### config.mk
export PLATFORM = sky130hd
export DESIGN_NAME = disp_i2c_rx
export DESIGN_NICKNAME = d
export VERILOG_FILES = /design/src/rtl/disp_i2c_pkg.sv /design/src/rtl/disp_i2c_sync.sv /design/src/rtl/disp_i2c_cond.sv /design/src/rtl/disp_i2c_rx.sv
export SDC_FILE = /design/constraint.sdc
export NUM_CORES = 1
export LEC_CHECK = 0
export BUFFER_PORTS_ARGS = -buffer_cell sky130_fd_sc_hd__buf_2
export CORE_UTILIZATION = 63
export CTS_BUF_LIST = sky130_fd_sc_hd__clkbuf_16
export CTS_CLUSTER_SIZE = 40
export DETAILED_ROUTE_END_ITERATION = 6
export HOLD_SLACK_MARGIN = 0.05
export PLACE_DENSITY = 0.82
export SETUP_SLACK_MARGIN = 0.5
export SLEW_MARGIN = 20
export SYNTH_ARGS = -nofsm -noshare
export SYNTH_HDL_FRONTEND = slang
export SYNTH_SLANG_ARGS = --single-unit
### constraint.sdc
create_clock -name clk -period 5.8 [get_ports clk]
set_clock_uncertainty 0.15 [all_clocks]
set_input_delay 0.58 -clock clk [delete_from_list [all_inputs] [get_ports clk]]
set_output_delay 0.58 -clock clk [all_outputs]
set_load 0.03 [all_outputs]
### src/rtl/disp_i2c_pkg.sv
package disp_i2c_pkg;

    typedef enum logic [2:0] {
        ST_IDLE,
        ST_ADDR,
        ST_ADDR_ACK,
        ST_WR,
        ST_WR_ACK,
        ST_RD,
        ST_RD_MACK,
        ST_SKIP
    } rx_state_t;

endpackage

### src/rtl/disp_i2c_sync.sv
module disp_i2c_sync #(
    parameter int W      = 2,
    parameter int STAGES = 2
) (
    input  logic         clk,
    input  logic         rst_n,
    input  logic [W-1:0] d,
    output logic [W-1:0] q
);
    for (genvar g = 0; g < W; g++) begin : g_line
        logic [STAGES-1:0] sh;
        always_ff @(posedge clk or negedge rst_n) begin
            if (!rst_n) sh <= '1;
            else        sh <= {sh[STAGES-2:0], d[g]};
        end
        assign q[g] = sh[STAGES-1];
    end
endmodule

### src/rtl/disp_i2c_cond.sv
module disp_i2c_cond (
    input  logic clk,
    input  logic rst_n,
    input  logic scl_s,
    input  logic sda_s,
    output logic scl_rise,
    output logic scl_fall,
    output logic start_det,
    output logic stop_det
);
    logic scl_q, sda_q;

    always_ff @(posedge clk or negedge rst_n) begin
        if (!rst_n) begin
            scl_q <= 1'b1;
            sda_q <= 1'b1;
        end else begin
            scl_q <= scl_s;
            sda_q <= sda_s;
        end
    end

    assign scl_rise  = scl_s & ~scl_q;
    assign scl_fall  = ~scl_s & scl_q;
    assign start_det = scl_s & scl_q & sda_q & ~sda_s;
    assign stop_det  = scl_s & scl_q & ~sda_q & sda_s;
endmodule

### src/rtl/disp_i2c_rx.sv
module disp_i2c_rx
    import disp_i2c_pkg::*;
#(
    parameter int              BYTE_W      = 8,
    parameter int              SYNC_STAGES = 2,
    parameter int              DUMMY_BYTES = 2,
    parameter logic [BYTE_W-4:0] CODE_HI   = 5'b01110
) (
    input  logic              clk,
    input  logic              rst_n,
    input  logic              scl_i,
    input  logic              sda_i,
    input  logic              id_pin,
    output logic              sda_drive_low,
    output logic              wr_stb,
    output logic              wr_rs,
    output logic [BYTE_W-1:0] wr_data,
    output logic              rd_req,
    input  logic [BYTE_W-1:0] rd_data
);
    localparam int CNT_W = $clog2(BYTE_W);
    localparam int DCW   = $clog2(DUMMY_BYTES + 1);
    localparam logic [CNT_W-1:0] LAST_BIT  = CNT_W'(BYTE_W - 1);
    localparam logic [DCW-1:0]   DUMMY_LIM = DCW'(DUMMY_BYTES);

    logic scl_s, sda_s;
    logic scl_rise, scl_fall, start_det, stop_det;

    disp_i2c_sync #(.W(2), .STAGES(SYNC_STAGES)) u_sync (
        .clk   (clk),
        .rst_n (rst_n),
        .d     ({scl_i, sda_i}),
        .q     ({scl_s, sda_s})
    );

    disp_i2c_cond u_cond (
        .clk       (clk),
        .rst_n     (rst_n),
        .scl_s     (scl_s),
        .sda_s     (sda_s),
        .scl_rise  (scl_rise),
        .scl_fall  (scl_fall),
        .start_det (start_det),
        .stop_det  (stop_det)
    );

    rx_state_t state, state_n;

    logic [BYTE_W-1:0] rx_sh, tx_sh, nb;
    logic [CNT_W-1:0]  bit_cnt;
    logic [DCW-1:0]    dummy_cnt;
    logic              done_q, adr_ok_q, rs_q, rw_q, nack_q, pend;
    logic              drv_q, stb_q, req_q, rs_out_q;
    logic [BYTE_W-1:0] data_q;
    logic              do_load, adr_match;

    assign nb        = {rx_sh[BYTE_W-2:0], sda_s};
    assign adr_match = (nb[BYTE_W-1:2] == {CODE_HI, id_pin}) && (nb[1:0] != 2'b01);
    assign do_load   = scl_fall && ((state == ST_ADDR_ACK && rw_q) ||
                                    (state == ST_RD_MACK && !nack_q));

    // state register
    always_ff @(posedge clk or negedge rst_n) begin
        if (!rst_n) state <= ST_IDLE;
        else        state <= state_n;
    end

    // next-state logic
    always_comb begin
        state_n = state;
        if (start_det) begin
            state_n = ST_ADDR;
        end else if (stop_det) begin
            state_n = ST_IDLE;
        end else begin
            unique case (state)
                ST_IDLE:     state_n = ST_IDLE;
                ST_ADDR:     if (scl_fall && done_q) state_n = adr_ok_q ? ST_ADDR_ACK : ST_SKIP;
                ST_ADDR_ACK: if (scl_fall) state_n = rw_q ? ST_RD : ST_WR;
                ST_WR:       if (scl_fall && done_q) state_n = ST_WR_ACK;
                ST_WR_ACK:   if (scl_fall) state_n = ST_WR;
                ST_RD:       if (scl_fall && done_q) state_n = ST_RD_MACK;
                ST_RD_MACK:  if (scl_fall) state_n = nack_q ? ST_SKIP : ST_RD;
                ST_SKIP:     state_n = ST_SKIP;
                default:     state_n = ST_IDLE;
            endcase
        end
    end

    // datapath and output registers
    always_ff @(posedge clk or negedge rst_n) begin
        if (!rst_n) begin
            rx_sh     <= '0;
            tx_sh     <= '1;
            bit_cnt   <= '0;
            dummy_cnt <= '0;
            done_q    <= 1'b0;
            adr_ok_q  <= 1'b0;
            rs_q      <= 1'b0;
            rw_q      <= 1'b0;
            nack_q    <= 1'b0;
            pend      <= 1'b0;
            drv_q     <= 1'b0;
            stb_q     <= 1'b0;
            req_q     <= 1'b0;
            rs_out_q  <= 1'b0;
            data_q    <= '0;
        end else begin
            stb_q <= 1'b0;
            req_q <= 1'b0;
            if (start_det || stop_det) begin
                bit_cnt   <= '0;
                dummy_cnt <= '0;
                done_q    <= 1'b0;
                nack_q    <= 1'b0;
                pend      <= 1'b0;
                drv_q     <= 1'b0;
                tx_sh     <= '1;
            end else begin
                unique case (state)
                    ST_ADDR: begin
                        if (scl_rise) begin
                            rx_sh   <= nb;
                            bit_cnt <= bit_cnt + 1'b1;
                            if (bit_cnt == LAST_BIT) begin
                                done_q   <= 1'b1;
                                adr_ok_q <= adr_match;
                                rs_q     <= nb[1];
                                rw_q     <= nb[0];
                            end
                        end else if (scl_fall && done_q) begin
                            drv_q   <= adr_ok_q;
                            done_q  <= 1'b0;
                            bit_cnt <= '0;
                        end
                    end
                    ST_ADDR_ACK, ST_WR_ACK: begin
                        if (scl_fall) drv_q <= 1'b0;
                    end
                    ST_WR: begin
                        if (scl_rise) begin
                            rx_sh   <= nb;
                            bit_cnt <= bit_cnt + 1'b1;
                            if (bit_cnt == LAST_BIT) begin
                                done_q   <= 1'b1;
                                stb_q    <= 1'b1;
                                data_q   <= nb;
                                rs_out_q <= rs_q;
                            end
                        end else if (scl_fall && done_q) begin
                            drv_q   <= 1'b1;
                            done_q  <= 1'b0;
                            bit_cnt <= '0;
                        end
                    end
                    ST_RD: begin
                        if (pend) begin
                            tx_sh <= rd_data;
                            drv_q <= ~rd_data[BYTE_W-1];
                            pend  <= 1'b0;
                        end else if (scl_rise) begin
                            bit_cnt <= bit_cnt + 1'b1;
                            if (bit_cnt == LAST_BIT) done_q <= 1'b1;
                        end else if (scl_fall) begin
                            if (done_q) begin
                                drv_q   <= 1'b0;
                                done_q  <= 1'b0;
                                bit_cnt <= '0;
                            end else begin
                                tx_sh <= {tx_sh[BYTE_W-2:0], 1'b1};
                                drv_q <= ~tx_sh[BYTE_W-2];
                            end
                        end
                    end
                    ST_RD_MACK: begin
                        if (scl_rise) nack_q <= sda_s;
                    end
                    default: ;
                endcase
                if (do_load) begin
                    tx_sh <= '1;
                    drv_q <= 1'b0;
                    if (dummy_cnt < DUMMY_LIM) begin
                        dummy_cnt <= dummy_cnt + 1'b1;
                    end else begin
                        req_q <= 1'b1;
                        pend  <= 1'b1;
                    end
                end
            end
        end
    end

    // outputs
    always_comb begin
        sda_drive_low = drv_q;
        wr_stb        = stb_q;
        wr_rs         = rs_out_q;
        wr_data       = data_q;
        rd_req        = req_q;
    end
endmodule

Word-level counts from Yosys, hierarchy flattened. Cells that the tools add are included.

Add/subtract/negate cells: 2. $lt $le $gt $ge: 1. Equality and inequality tests: 29. Muxes and demuxes: 63. Bitwise logic cells: 14. Reduce and logical (&&, ||, !) cells: 29.

Operators with widths (count): $ne A4 B4 Y1 const B (13); $mux W3 (17); $mux W7 (7); $mux W1 (31); $pmux W3 S8 (1); $reduce_and A4 Y1 (4); $eq A3 B3 Y1 const B (5); $ne A4 B1 Y1 const B (3); $ne A5 B5 Y1 const B (2); $mux W2 (4); $reduce_and A8 Y1 (1); $reduce_bool A2 Y1 (4); $and A1 B1 Y1 (7); $not A1 Y1 (7); $eq A3 B2 Y1 const B (2); $eq A6 B5 Y1 (1); $pmux W3 S2 (1); $reduce_and A6 Y1 (1); $reduce_bool A3 Y1 (2); $reduce_bool A6 Y1 (1); $logic_and A1 B1 Y1 (5); $reduce_and A5 Y1 (1); $pmux W1 S4 (1); $reduce_and A2 Y1 (2); 13 further kinds (15).

Register bits after elaboration: 46. Input port bits: 13. Logic and storage cells: 158.

Logic depth before layout (Yosys ltp).
Depth after elaboration: 8. Depth in mapped cells: 7.

Cells and area by module. From an unflattened synthesis, not the netlist that was laid out.

Cells, all modules: 182. Area, all modules: 2225.9 µm².

Modules (own cells, without submodules): disp_i2c_rx (times used 1, cells an instance 170, area each 2020.7 µm²); disp_i2c_sync (times used 1, cells an instance 6, area each 120.1 µm²); disp_i2c_cond (times used 1, cells an instance 6, area each 85.1 µm²).

Worst setup path after synthesis. OpenSTA, ideal clock, no wires.

Kind: flip-flop to flip-flop. Start: register u_sync.g_line[1].sh[1]. End: register adr_ok_q. Setup time: 0.125 ns. Arrival time: 1.722 ns. Required time: 5.525 ns. Setup slack: 3.803 ns. Stages on the path, launching flop included: 6. Buffers on the path: 0. Clock period less this slack: 1.997 ns. Path through: dfstp_2 ha_1 nand3b_2 a21oi_4 and3_4 mux2_4.

Longest elaborated chain between the ends: 6. Elaborated cells between the ends (all ways): 9.

Ends and longest elaborated chain: start, declared (RTL line disp_i2c_sync.sv:11) `logic [STAGES-1:0] sh;`; start signal, assigned (RTL line disp_i2c_sync.sv:14) `else sh <= {sh[STAGES-2:0], d[g]};`; $and A1 B1 Y1 (RTL line disp_i2c_cond.sv:25, disp_i2c_cond.sv:26); $and A1 B1 Y1 (on tied branches) (2 in a row) (RTL line disp_i2c_cond.sv:25, disp_i2c_cond.sv:26); $logic_or A1 B1 Y1 (RTL line disp_i2c_rx.sv:111) `if (start_det || stop_det) begin`; $not A1 Y1 (no source line); $reduce_and A4 Y1 (no source line) *; end signal, assigned (RTL line disp_i2c_rx.sv:127) `adr_ok_q <= adr_match;`; end, declared (RTL line disp_i2c_rx.sv:52) `logic done_q, adr_ok_q, rs_q, rw_q, nack_q, pend;`.

Mark *: on every way between the ends. The rest lies on a longest branch, timed or not. A chain may end at the register's enable or synchronous reset.

Final worst setup path.
Start: register u_cond.scl_q. End: register tx_sh[3].

Longest elaborated chain between the ends: 6. Elaborated cells between the ends (all ways): 17.

Ends and longest elaborated chain: start, declared (RTL line disp_i2c_cond.sv:11) `logic scl_q, sda_q;`; start signal, assigned (RTL line disp_i2c_cond.sv:18) `scl_q <= scl_s;`; $and A1 B1 Y1 (RTL line disp_i2c_cond.sv:25, disp_i2c_cond.sv:26); $and A1 B1 Y1 (on tied branches) (2 in a row) (RTL line disp_i2c_cond.sv:25, disp_i2c_cond.sv:26); $logic_or A1 B1 Y1 (RTL line disp_i2c_rx.sv:111); $ne A4 B1 Y1 (no source line) (tied with other cells); $reduce_and A4 Y1 (no source line); end signal, assigned (RTL line disp_i2c_rx.sv:158) `tx_sh <= rd_data;`; end signal, assigned (RTL line disp_i2c_rx.sv:170) `tx_sh <= {tx_sh[BYTE_W-2:0], 1'b1};`; end, declared (RTL line disp_i2c_rx.sv:49) `logic [BYTE_W-1:0] rx_sh, tx_sh, nb;`.

Parallel ways exist; a longest one is shown, timed or not.

==> results.txt <==
----------------------------------------------------
[Global routing]
  Gr ovfl total ... 0
  Initial antenna violation count ... 0
  Global-route wire length before repair ... 7983 um
  Largest net degree at the start of global routing ... 47
  Number of global-route vias before repair ... 1734
  Total global-route track usage ... 0.2612

[Final layout]
  Proportion of layout cells with a drive suffix above 1 ... 0.3620
  Layout filler cell count ... 241
  Post-layout nets ... 239
  Area of the multi-input gates ... 1125 um2
  Post-Layout Cell Count ... 269
  Area growth syn-to-layout ... 12.05%
  Register Area ... 1167 um2
  Antenna cells ... 0
  Area of all placed cells without fillers ... 2676 um2

[Critical path]
  Reg-to-reg slack, setup ... 3.45 ns
  Critical path data required time ... 5.86 ns
  Max stage delay on crit path ... 0.57 ns
  Startpoint type of the worst setup path ... flip-flop
  Startpoint of the worst-slack reg-to-reg timing path ... u_cond.scl_q
  Crit path from ... u_cond.scl_q
  Worst path cell trace ... ha_1 -> nor2b_1 -> a21oi_1 -> o211ai_4 -> mux2_4
  Worst Setup EP ... tx_sh[3]
  CP max FO ... 11
  WP data arrival ... 2.41 ns
  Crit. path cell count ... 5
  Buffer and inverter count on the worst path ... 0
  Capture instance of the worst register-to-register path ... tx_sh[3]
  Cell at the slowest stage of the critical path ... sky130_fd_sc_hd__dfstp_2
  Kind of end point of the critical path ... flip-flop
  CP delay by family, top ... flip-flops
  Type of the worst setup path ... flip-flop to flip-flop
  Number of cells on the worst reg-to-reg path ... 5

[Clocking]
  Number of buffers inserted during clock tree synthesis ... 5
  Number of clock sinks ... 46
  Clk root buf ... sky130_fd_sc_hd__clkbuf_16
  Post CTS Setup Buffer Count ... 0
  Cts hold-fix bufs ... 0
  TritonCTS clock tree ... yes
  # H-tree levels ... 2
  Clock slew at reported path FFs ... 0.06 ns
  Gates resized, CTS repair ... 0
  Later-pin clock latency in the skew report ... 0.29 ns
  Buffer levels on the longest clock path ... 2

[Route]
  Initial drt markers ... 92
  Final routed wire length divided by cell count ... 17.48 um
  Remaining antenna violation count after routing ... 0
  Post-Route WL ... 4703 um
  Top sig layer ... met4
  Number of detailed-routing iterations run before antenna repair ... 4
  Routed wire length on met2 ... 2344 um
  Wire length on met3 ... 234 um
  Via density per instance ... 6.156
  Total via count in the routed design ... 1656
  Post-route met1 wirelength ... 1945 um
  DRC violation count after routing ... 0

[Floorplan]
  Initial Utilization ... 0.6524
  Standard-cell row count ... 22
  Horiz. Die Dim ... 63.58 um
  Height of the die ... 63.58 um
  I/O pin count ... 25
  Die Footprint ... 4042 um2
  Total core area ... 3661 um2

[Power]
  Overall power after layout ... 774.8 uW
  Gate power share ... 0.104
  Leakage power total ... 1.229 nW
  Worst vdd rail ir drop ... 0.0002805 V
  Sequential fraction of design power ... 0.488
  Switching power share of the total ... 0.2243
  Internal portion of total power ... 601.1 uW
  Clock share of power ... 0.408
  Power density over the cells ... 289.5 nW/um2
  Switching power ... 173.8 uW

[Timing]
  Final Max Tran Viols ... 0
  Remaining max-slew budget at the tightest pin ... 0.3540
  Hold violation count in the final report ... 0
  Final sum of negative setup slack ... 0 ns
  Clock period minus final worst setup slack ... 2.348 ns
  Final worst slack ... 3.452 ns
  Unrepaired setup endpoints after global routing ... no
  Upper clock frequency limit ... 425.9 MHz
  Portion of the clock cycle consumed by the worst path in the final layout ... 0.4048
  Final number of setup-violating endpoints ... 0
  Worst Tran Pin Value ... 0.9690 ns

[Place]
  Instance area after placement ... 2510 um2
  Half-perimeter wire length after placement ... 3095 um
  Post-placement worst setup slack ... 3.511 ns
  Total of buffers placed on input and output ports ... 24
  RePlAce Congestion ... 0.9219
  Cell total after placement ... 261

[Run]
  Total of max-cap violations ... 0

[Logic synthesis]
  Mean area per synthesized cell ... 12.00 um2
  Yosys cell types ... 53
  Number of enable-type register cells in the synthesized netlist ... 0
  Number of nets produced by synthesis ... 218
  Gate Count Post-Synth ... 199
  Yosys warnings ... 0
  Leading register cell type out of synthesis ... sky130_fd_sc_hd__dfrtp_1
  Portion of the post-synthesis area used by sequential elements ... 0.4887
  Area contributors post-synth ... sky130_fd_sc_hd__dfrtp_1 35%, sky130_fd_sc_hd__dfstp_2 14%, sky130_fd_sc_hd__mux2_2 7.5%
  Syn Std Cell Area ... 2389 um2
  Area leader, netlist ... sky130_fd_sc_hd__dfrtp_1
  Share of flip-flops with an asynchronous set or reset ... 1.000
  Portion of synthesized cell area occupied by the leading cell type ... 0.3457
  Register bit total from synthesis ... 46

[Hold path]
  Startpoint of the most critical hold path ... u_sync.g_line[1].sh[0]
  Hold crit path type ... flip-flop to flip-flop

[Status]
  Run status ... finished clean

----------------------------------------------------
## cell usage after synthesis (all sizes together) (2+ instances only)
cell and number:
nand3 11, inv 10, dfrtp 33, mux2 26
ha 6, and3 2, nand4 2, buf 8
o21ai 9, mux2i 7, a21oi 12, and2 2
nor2b 4, nor2 6, a21boi 2, dfstp 13
o211ai 3, xor2 2, nor3b 2, nand2 7
o31ai 2, clkbuf 2, nor3 4, or3 4
## cell usage in the layout (no fill, tap or decap), drive strengths merged, types with 3 or more instances in the layout
master and count:
ha 6, nand2 7, dfrtp 33, o21ai 9, dfstp 13, mux2i 7, o211ai 3, nor3 4
or3 4, nor2 6, mux2 26, inv 11, buf 24, nor2b 4, clkbuf 5, nand3 11
a21oi 12
## cell type report
type / count / area share
Clock buffer: 5 / 0.04675
Clock inverter: 3 / 0.01543
Inverter: 10 / 0.01403
Multi-Input combinational cell: 133 / 0.4203
Sequential cell: 46 / 0.4362
Tap cell: 48 / 0.02244
Timing Repair Buffer: 24 / 0.04488
## routing by layer
metal	global-route usage	vias to the layer above
met3	0.05797	21
li1	-	760
met2	0.4255	65
met1	0.3099	810
met5	0	-
met4	0.1676	0
## power groups by stage
| stage | Clock (mW) | Combinational, mW | Sequential, mW |
|---|---|---|---|
| 6_report | 0.316 | 0.0803 | 0.378 |
| 5_1_grt | 0.328 | 0.0876 | 0.382 |
| 4_1_cts | 0.319 | 0.0810 | 0.378 |
| 3_5_place_dp | 0 | 0.0796 | 0.381 |
| 3_3_place_gp | 0 | 0.0747 | 0.381 |
| 2_1_floorplan | 0 | 0.0617 | 0.375 |
## kinds of logic after synthesis
group / share of synthesized area
AO/OA/AOI/OAI: 0.1325
XOR/XNOR: 0.01048
adder cells (fa/ha/maj): 0.03562
buffers and inverters: 0.04033
flip-flops: 0.4887
multiplexers: 0.1676
AND/OR/NAND/NOR: 0.1247
## worst min-delay path by stage
stage	cells past startpoint	slack [ns]	to
floorplan	0	0.13	adr_ok_q
global placement	0	0.20	u_sync.g_line[0].sh[1]
detailed placement	0	0.20	u_sync.g_line[1].sh[1]
CTS	0	0.21	u_sync.g_line[1].sh[1]
global route	0	0.21	u_sync.g_line[1].sh[1]
finish	0	0.21	u_sync.g_line[1].sh[1]
## registers in the layout, summed over array words and instances (netlist names), 2 cells and up
signal,flops
wr_data,8
rx_sh,7
tx_sh,7
u_sync.g_line.sh,4
bit_cnt,3
state,3
dummy_cnt,2
## per-stage QoR
step / hold slack [ns] / util
global route: 0.2101 / 0.7310
CTS: 0.2067 / 0.7310
finish: 0.2056 / 0.7310
floorplan: 0.1344 / -
detailed placement: 0.1978 / 0.6856
global placement: 0.1961 / 0.6856
No activity file was read; power rests on OpenSTA's default activity.
